`src/rtl/serif_pkg.sv`:
```
package serif_pkg;
    typedef struct packed {
        logic frm;
        logic par;
        logic ovr;
        logic idle;
        logic rxf;
        logic txe_buf;
        logic txe_line;
    } stat_t;

    localparam stat_t STAT_RST = '{frm: 1'b0, par: 1'b0, ovr: 1'b0, idle: 1'b0,
                                   rxf: 1'b0, txe_buf: 1'b1, txe_line: 1'b1};
    localparam int NSRC = 5;
    localparam int EN_IDLE = 10;
    localparam int EN_RX   = 11;
    localparam int EN_TX   = 12;
    localparam int EN_TMR  = 13;
endpackage

```
`src/rtl/serif_status.sv`:
```
module serif_status
    import serif_pkg::*;
(
    input  logic  clk,
    input  logic  rst_n,
    input  logic  clr,
    input  logic  rx_push,
    input  logic  rx_perr,
    input  logic  rx_ferr,
    input  logic  data_rd,
    input  logic  stat_rd,
    input  logic  tx_wr,
    input  logic  tx_shift,
    input  logic  tx_end,
    input  logic  idle_det,
    output stat_t stat_o
);
    typedef struct packed {
        stat_t st;
        logic  armed;
    } state_t;

    state_t s_d, s_q;
    logic   err_q;

    assign err_q = s_q.st.ovr | s_q.st.par | s_q.st.frm;

    always_comb begin
        s_d = s_q;
        if (stat_rd && err_q) s_d.armed = 1'b1;
        if (data_rd) begin
            s_d.st.rxf = 1'b0;
            if (s_q.armed) begin
                s_d.st.ovr = 1'b0;
                s_d.st.par = 1'b0;
                s_d.st.frm = 1'b0;
                s_d.armed  = 1'b0;
            end
        end
        if (rx_push) begin
            s_d.st.idle = 1'b0;
            if (s_q.st.rxf && !data_rd) begin
                s_d.st.ovr = 1'b1;
            end else begin
                s_d.st.rxf = 1'b1;
                s_d.st.par = s_d.st.par | rx_perr;
                s_d.st.frm = s_d.st.frm | rx_ferr;
            end
        end
        if (idle_det) s_d.st.idle = 1'b1;
        if (tx_wr) begin
            s_d.st.txe_buf  = 1'b0;
            s_d.st.txe_line = 1'b0;
        end
        if (tx_shift) s_d.st.txe_buf = 1'b1;
        if (tx_end)   s_d.st.txe_line = 1'b1;
        if (clr) begin
            s_d.st    = STAT_RST;
            s_d.armed = 1'b0;
        end
    end

    always_ff @(posedge clk or negedge rst_n) begin
        if (!rst_n) s_q <= '{st: STAT_RST, armed: 1'b0};
        else        s_q <= s_d;
    end

    assign stat_o = s_q.st;

    assert_clr_resets_R2: assert property (@(posedge clk) disable iff (!rst_n)
        clr |=> (stat_o == STAT_RST));

    assert_err_needs_arm_R7: assert property (@(posedge clk) disable iff (!rst_n)
        (!clr && err_q && data_rd && !s_q.armed) |=> (stat_o.ovr | stat_o.par | stat_o.frm));
endmodule

```
`src/rtl/serif_ctrl.sv`:
```
module serif_ctrl #(
    parameter int CTRL_W = 16,
    parameter int CLK_W  = 16
) (
    input  logic              clk,
    input  logic              rst_n,
    input  logic              sw_rst,
    input  logic              ctrl_we,
    input  logic [CTRL_W-1:0] ctrl_wdata,
    input  logic              clk_we,
    input  logic [CLK_W-1:0]  clk_wdata,
    output logic [CTRL_W-1:0] ctrl_o,
    output logic [CLK_W-1:0]  clkctl_o
);
    typedef struct packed {
        logic [CTRL_W-1:0] ctrl;
        logic [CLK_W-1:0]  clkc;
    } regs_t;

    regs_t r_d, r_q;

    always_comb begin
        r_d = r_q;
        if (ctrl_we) r_d.ctrl = ctrl_wdata;
        if (clk_we)  r_d.clkc = clk_wdata;
        if (sw_rst)  r_d = '0;
    end

    always_ff @(posedge clk or negedge rst_n) begin
        if (!rst_n) r_q <= '0;
        else        r_q <= r_d;
    end

    assign ctrl_o   = r_q.ctrl;
    assign clkctl_o = r_q.clkc;

    assert_swrst_clears_R1: assert property (@(posedge clk) disable iff (!rst_n)
        sw_rst |=> (ctrl_o == '0 && clkctl_o == '0));
endmodule

```
`src/rtl/serif_irq.sv`:
```
module serif_irq
    import serif_pkg::*;
#(
    parameter int CTRL_W   = 16,
    parameter int VEC_W    = 7,
    parameter int VEC_BASE = 'h14
) (
    input  stat_t             stat,
    input  logic [CTRL_W-1:0] ctrl,
    input  logic              tmr_tick,
    input  logic              run,
    output logic [NSRC-1:0]   req,
    output logic              irq_any,
    output logic [VEC_W-1:0]  irq_vec
);
    logic       err;
    logic [NSRC-1:0] cond;
    logic [NSRC-1:0] en;

    assign err  = stat.ovr | stat.par | stat.frm;
    assign cond = {tmr_tick, stat.idle, stat.txe_buf, err, stat.rxf & ~err};
    assign en   = {ctrl[EN_TMR], ctrl[EN_IDLE], ctrl[EN_TX], ctrl[EN_RX], ctrl[EN_RX]};

    for (genvar i = 0; i < NSRC; i++) begin : g_src
        assign req[i] = run & cond[i] & en[i];
    end

    always_comb begin
        irq_vec = '0;
        for (int i = NSRC - 1; i >= 0; i--) begin
            if (req[i]) irq_vec = VEC_W'(VEC_BASE + 2 * i);
        end
    end

    assign irq_any = |req;

    always_comb begin
        if (irq_any) assert_vec_range_R9: assert (irq_vec >= VEC_W'(VEC_BASE) && irq_vec[0] == 1'b0);
    end
endmodule

```
`src/rtl/serif_rst_irq.sv`:
```
module serif_rst_irq
    import serif_pkg::*;
#(
    parameter int PIN_W    = 3,
    parameter int CTRL_W   = 16,
    parameter int CLK_W    = 16,
    parameter int VEC_W    = 7,
    parameter int VEC_BASE = 'h14
) (
    input  logic                   clk,
    input  logic                   rst_n,
    input  logic                   sw_rst,
    input  logic                   stop_req,
    input  logic [PIN_W-1:0]       pin_ctl,
    input  logic                   ctrl_we,
    input  logic [CTRL_W-1:0]      ctrl_wdata,
    input  logic                   clk_we,
    input  logic [CLK_W-1:0]       clk_wdata,
    input  logic                   rx_push,
    input  logic                   rx_perr,
    input  logic                   rx_ferr,
    input  logic                   data_rd,
    input  logic                   stat_rd,
    input  logic                   tx_wr,
    input  logic                   tx_shift,
    input  logic                   tx_end,
    input  logic                   idle_det,
    input  logic                   tmr_tick,
    output logic [CTRL_W-1:0]      ctrl_o,
    output logic [CLK_W-1:0]       clkctl_o,
    output logic [$bits(stat_t)-1:0] stat_o,
    output logic [NSRC-1:0]        irq_req,
    output logic                   irq_any,
    output logic [VEC_W-1:0]       irq_vec
);
    logic  active, run, stat_clr;
    stat_t stat;

    assign active   = |pin_ctl;
    assign run      = active & ~stop_req;
    assign stat_clr = sw_rst | ~active | stop_req;

    serif_ctrl #(.CTRL_W(CTRL_W), .CLK_W(CLK_W)) u_ctrl (
        .clk(clk), .rst_n(rst_n), .sw_rst(sw_rst),
        .ctrl_we(ctrl_we), .ctrl_wdata(ctrl_wdata),
        .clk_we(clk_we), .clk_wdata(clk_wdata),
        .ctrl_o(ctrl_o), .clkctl_o(clkctl_o)
    );

    serif_status u_stat (
        .clk(clk), .rst_n(rst_n), .clr(stat_clr),
        .rx_push(rx_push), .rx_perr(rx_perr), .rx_ferr(rx_ferr),
        .data_rd(data_rd), .stat_rd(stat_rd),
        .tx_wr(tx_wr), .tx_shift(tx_shift), .tx_end(tx_end),
        .idle_det(idle_det), .stat_o(stat)
    );

    serif_irq #(.CTRL_W(CTRL_W), .VEC_W(VEC_W), .VEC_BASE(VEC_BASE)) u_irq (
        .stat(stat), .ctrl(ctrl_o), .tmr_tick(tmr_tick), .run(run),
        .req(irq_req), .irq_any(irq_any), .irq_vec(irq_vec)
    );

    assign stat_o = stat;

    assert_ctrl_kept_R2: assert property (@(posedge clk) disable iff (!rst_n)
        (!active && !ctrl_we && !sw_rst) |=> $stable(ctrl_o));

    assert_stop_status_R4: assert property (@(posedge clk) disable iff (!rst_n)
        stop_req |=> (stat_o == 7'h03));

    assert_rx_exclusive_R6: assert property (@(posedge clk) disable iff (!rst_n)
        !(irq_req[0] && irq_req[1]));
endmodule

```
`config.mk`:
```
export PLATFORM = sky130hd
export DESIGN_NAME = serif_rst_irq
export DESIGN_NICKNAME = d
export VERILOG_FILES = /design/src/rtl/serif_pkg.sv /design/src/rtl/serif_status.sv /design/src/rtl/serif_ctrl.sv /design/src/rtl/serif_irq.sv /design/src/rtl/serif_rst_irq.sv
export SDC_FILE = /design/constraint.sdc
export NUM_CORES = 1
export LEC_CHECK = 0
export CAP_MARGIN = 10
export CORE_MARGIN = 2
export CORE_UTILIZATION = 42
export CTS_CLUSTER_SIZE = 20
export DETAILED_ROUTE_END_ITERATION = 8
export PLACE_DENSITY_LB_ADDON = 0.2
export SYNTH_ARGS = -nofsm -noshare
export SYNTH_HDL_FRONTEND = slang
export SYNTH_HIERARCHICAL = 1
export SYNTH_SLANG_ARGS = --single-unit
```
`constraint.sdc`:
```
create_clock -name clk -period 3.15 [get_ports clk]
set_input_delay 0.63 -clock clk [delete_from_list [all_inputs] [get_ports clk]]
set_output_delay 0.63 -clock clk [all_outputs]
set_load 0.05 [all_outputs]
```
# After elaboration in Yosys (flattened, before gate mapping)
# Index checks and enable logic that the tools add are counted.
# Widths: inputs -> output; s select.
# word_totals
reg_bits	40
latchBits	0
mem_bits_rw	0
romBits	0
out_inout_bits	52
wordCells	64
memories	0
# classes
addsub	0
multipliers	0
n_div	0
order_cmp	0
eq_ne	0
shifts	0
n_mux	23
n_bitwise	21
n_reduce_logical	10
# ops
op	n
$mux 16	2
$mux 32	1
$mux 5	6
$and 1x1->1	12
$mux 1	9
$reduce_bool 3->1	3
$mux 8	1
$mux 3	2
$or 1x1->1	6
$reduce_or 5->1	1
$mux 2	2
$reduce_bool 2->1	2
$not 1->1	3
$reduce_or 3->1	1
$logic_and 1x1->1	2
$logic_not 1->1	1

# Logic depth before layout (Yosys ltp)
# logic_depth
ltp_word	9
mapped_depth	5
depth_no_buf	5

# Cells and area by module
# The synthesis kept the hierarchy.
# by_module_without_submodules
mod	instances	cells_each	area_per_inst_um2
serif_ctrl	1	103	1317.5
serif_status	1	37	384.1
serif_irq	1	23	155.1
serif_rst_irq	1	3	15.0

# Worst setup path after synthesis
# Ideal clock, no wire load.
# synth_timing
path_kind	in2out
startpoint	input pin_ctl[1]
endpoint	output irq_vec[1]
arrival_time_ps	2210
setup_slack_ps	310
stages	5
path_cell_list	nor3_1 nor2_1 and3_1 o22ai_1 nor2b_1
# synth_via
word_cells_on_any_way	14
classes_between	mux (4); bitwise (9); reduce/logical (1)
# synth_lines
element	line	text
from (decl)	serif_rst_irq.sv:14	input logic [PIN_W-1:0] pin_ctl,
$reduce_or 3->1	serif_rst_irq.sv:39	assign active = |pin_ctl;
$and 1x1->1	serif_rst_irq.sv:40	assign run = active & ~stop_req;
net run	serif_rst_irq.sv:36	logic active, run, stat_clr;
$and 1x1->1 (2 in a row)	serif_irq.sv:25	assign req[i] = run & cond[i] & en[i];
net irq_req[2]	serif_rst_irq.sv:32	output logic [NSRC-1:0] irq_req,
$mux 5 (3 in a row)	serif_irq.sv:31	if (req[i]) irq_vec = VEC_W'(VEC_BASE + 2 * i);
to (decl)	serif_rst_irq.sv:34	output logic [VEC_W-1:0] irq_vec
# The timed path passes the listed nets, and every way through them passes these cells.

# Worst setup path after layout
# layout_timing
startpoint	input pin_ctl[1]
endpoint	output irq_vec[1]
# layout_via
elab_chain_cells	8
word_cells_on_any_way	14
classes_between	mux (4); bitwise (9); reduce/logical (1)
# layout_lines
element	line
$reduce_or 3->1 *	serif_rst_irq.sv:39
$and 1x1->1 *	serif_rst_irq.sv:40
net run	serif_rst_irq.sv:36
$and 1x1->1 (2 in a row)	serif_irq.sv:25
$mux 5 (3 in a row)	serif_irq.sv:31
$mux 5 *	serif_irq.sv:31
# The timed path passes the listed nets; every way through them passes the cells marked *.

==> flow_results.org <==
** Clocking
- The later pin in the worst-skew pair is clocked with a latency of 0.28 ns.
- TritonCTS built the clock tree.
- Post-CTS repair changed the size of 0 cells.
- The H-tree was split into 2 levels.
- The clock drives 40 sinks.
- After clock tree synthesis, the clock-pin slew on the worst setup and hold paths is 0.08 ns.
- CTS placed an instance of clkbuf_8 at the clock tree root.
- Max clock buf depth :: 2
- Inserted Clock Buffers :: 5
- In this run, post-CTS hold repair placed 0 buffers.
- Buffer count from post-CTS setup fixing :: 0

** Die
- Number of rows created at floorplan :: 24
- I/O pins :: 103
- From bottom edge to top edge, the die measures 70.8 um.
- Total die area :: 5010 um2
- From left edge to right edge, the die measures 70.8 um.
- Placeable core area :: 4320 um2
- Effective utilization at floorplan :: 0.433

** Place
- The count of buffers added on input and output ports is 99.
- Placed Cells incl. Taps :: 305
- Placed standard-cell area :: 2880 um2
- After legalization and detailed placement, the total HPWL measured 3120 um.
- OpenSTA, run right after detailed placement, puts the worst setup slack at 0.315 ns.
- Routability-driven placement finished with a final weighted congestion of 0.774.

** Yosys
- Combined area of all synthesized cells :: 1870 um2
- Synthesis produced a netlist whose cell count is 166.
- Averaged over all synthesized cells, the footprint is 11.3 um2.
- Counting flops with an async set or reset pin after synthesis yields a share of 1.00.
- Yosys printed 6 warnings.
- Dominant cell by count in the synthesized netlist :: dfrtp_1
- Main flop type after synthesis :: dfrtp_1
- Yosys mapped a number of flops with a built-in enable equal to 0.
- Leading post-synthesis cells by instance count :: 38 x dfrtp_1, 37 x nor2_1, 32 x mux2i_1
- Fraction of post-synthesis cell area in the top cell type by area :: 0.508
- The share of the Yosys chip area taken by registers is 0.536.
- Largest cells by area after synthesis :: dfrtp_1 51%, mux2i_1 17%, nor2_1 7.4%, buf_4 4.0%, dfstp_2 2.8%
- dfrtp_1 takes more of the synthesized area than any other cell.
- Number of register bits inferred by synthesis :: 40
- The number of different library cells used by synthesis comes to 32.

** Global routing
- Initial antenna violation count :: 0
- Via count of the first global-routing pass :: 1500
- Total Routing Usage GR :: 0.174
- Entering global routing, the biggest net connects 41 pins.
- The first global-routing pass estimated 6960 um of wire.
- The total overflow left after global routing is 0.

** Timing
- Dividing the final minimum period by the clock period gives 0.903.
- Number of hold violations in the final report :: 0
- Sum of negative setup slack :: 0 ns
- Setup repair after global routing left no endpoint under its margin.
- Skew final :: 0.000241 ns
- Final worst path period need :: 2.85 ns
- The final-report max-slew violation count is 0.
- Hold timing on the final database bottoms out at a slack of 0.458 ns.
- In the post-route analysis, the smallest setup slack over all paths is 0.305 ns.
- Worst slew margin :: 0.406
- For the pin with the worst max-slew slack, the measured transition is 0.890 ns.
- Max Clock Freq :: 0.351 GHz
- Setup violations remaining at the end of the flow were counted as 0.

** Setup path
- Register-to-register setup slack :: 2.13 ns
- STA classifies the critical path startpoint as an input port.
- For the worst setup path, the data required time is 2.52 ns.
- Launching point of the worst reg2reg path :: u_stat/stat_o[5]
- In this run the worst path has a maximum fanout of 6.
- The worst setup path is of the in2out kind.
- Tracing the worst setup path back leads to its startpoint at pin_ctl[1].
- Arrival time of the worst setup path :: 2.22 ns
- CP Capture Type :: output port

** Power
- For this design the ratio of total power to cell area is 443 nW/um2.
- VDD sags by at most 0.000274 V.
- The analysis attributes to cell leakage a power of 1.42 nW.

** Drt
- The detailed router finished its first iteration with 62 violations.
- The detailed router put a total of 1920 um of wire on met1.
- The detailed router placed 1493 vias in this run.
- The routed design has 4250 um of wire.
- After detailed routing, the average wire length per cell comes to 13.6 um.
- Highest metal layer used by the detailed router :: met4
- Vias per Instance :: 4.77
- Detailed routing placed a total of 463 um of wire on met3.
- Met2 WL post-DR :: 1830 um
- DR DRC count :: 0
- Post-detailed-route count of antenna-violating nets :: 0
- Iteration count of the initial detailed-routing pass :: 4

** Run
- # Max-Cap Violations :: 0

** Outcome
- Result of the run :: completed

** Final layout
- Relative to the synthesized area, the layout overhead comes to 60.2%.
- The filler cells instantiated in the layout total 338.
- Final nets :: 311
- Post-route design area :: 3000 um2
- Final standard cell count with taps included and fillers excluded :: 313
- The repair_antennas step left the layout with diodes totalling 0.
- Layout cell share with drive strength beyond 1 :: 0.107

** Min path
- In this run the worst hold path is classified as in2async.
critical path: stages:
cell and delay [ns]:
clkdlybuf4s50_1 0.40, nor3_1 0.26, nor2_1 0.15, and3_1 0.21, o22ai_1 0.15, nor2b_1 0.24, buf_12 0.17
flip-flops by register name (all words and copies together) (netlist names):
signal           count
u_ctrl/clkctl_o     16
u_ctrl/ctrl_o       16
u_stat/s_q           1
u_stat/stat_o        7
through the flow:
step                 util  power [W]
floorplan               -   0.000760
global placement    0.665   0.000902
detailed placement  0.665   0.000904
CTS                 0.693    0.00135
global route        0.693    0.00139
finish              0.693    0.00133
layer usage:
layer,vias up,global-route usage
li1,731,-
met5,-,0
met4,0,0.0503
met2,68,0.270
met1,690,0.222
met3,4,0.0783
power breakdown:
group          internal, W  total [W]  switching (W)
clock             0.000259   0.000437       0.000178
sequential        0.000540   0.000557      0.0000170
combinational     0.000144   0.000335       0.000191
total             0.000943    0.00133       0.000387
final timing paths:
kind | to | cells after the start
max | irq_vec[1] | 7
min | u_ctrl/ctrl_o[3] | 1
max reg2reg | u_stat/s_q[0] | 2
min reg2reg | u_stat/stat_o[0] | 2
max in group asynchronous | u_ctrl/clkctl_o[15] | 1
min in group clk | u_stat/stat_o[0] | 2
final cells by class:
cell class	count	area, um2	area share
clock inverters	2	38.8	0.0129
well taps	52	65.1	0.0217
clock buffers	6	82.6	0.0275
repair buffers	102	1080	0.361
inverters	7	26.3	0.00876
flip-flops and latches	40	1000	0.335
multi-input cells	104	698	0.233
cells in the final DEF, fill, tap and decap left out, drive strengths merged, types with 2 or more instances in the layout:
cell	Yosys	routed
a21bo	2	2
a21oi	4	4
a32o	2	2
buf	16	14
clkbuf	1	6
clkdlybuf4s50	0	88
conb	1	3
dfrtp	38	38
dfstp	2	2
inv	7	7
mux2i	32	32
nand2	2	2
nand2b	2	2
nand3	4	4
nor2	37	37
nor2b	2	2
nor3	2	2
o21ai	2	2
cell families after synthesis:
kind of cell | Yosys count | synth area share
other cells | 1 | 0.00200
buf+inv | 24 | 0.0949
compound gates | 15 | 0.0628
flops | 40 | 0.536
simple gates | 54 | 0.133
mux | 32 | 0.171
Power figures use the tool's default switching activity.
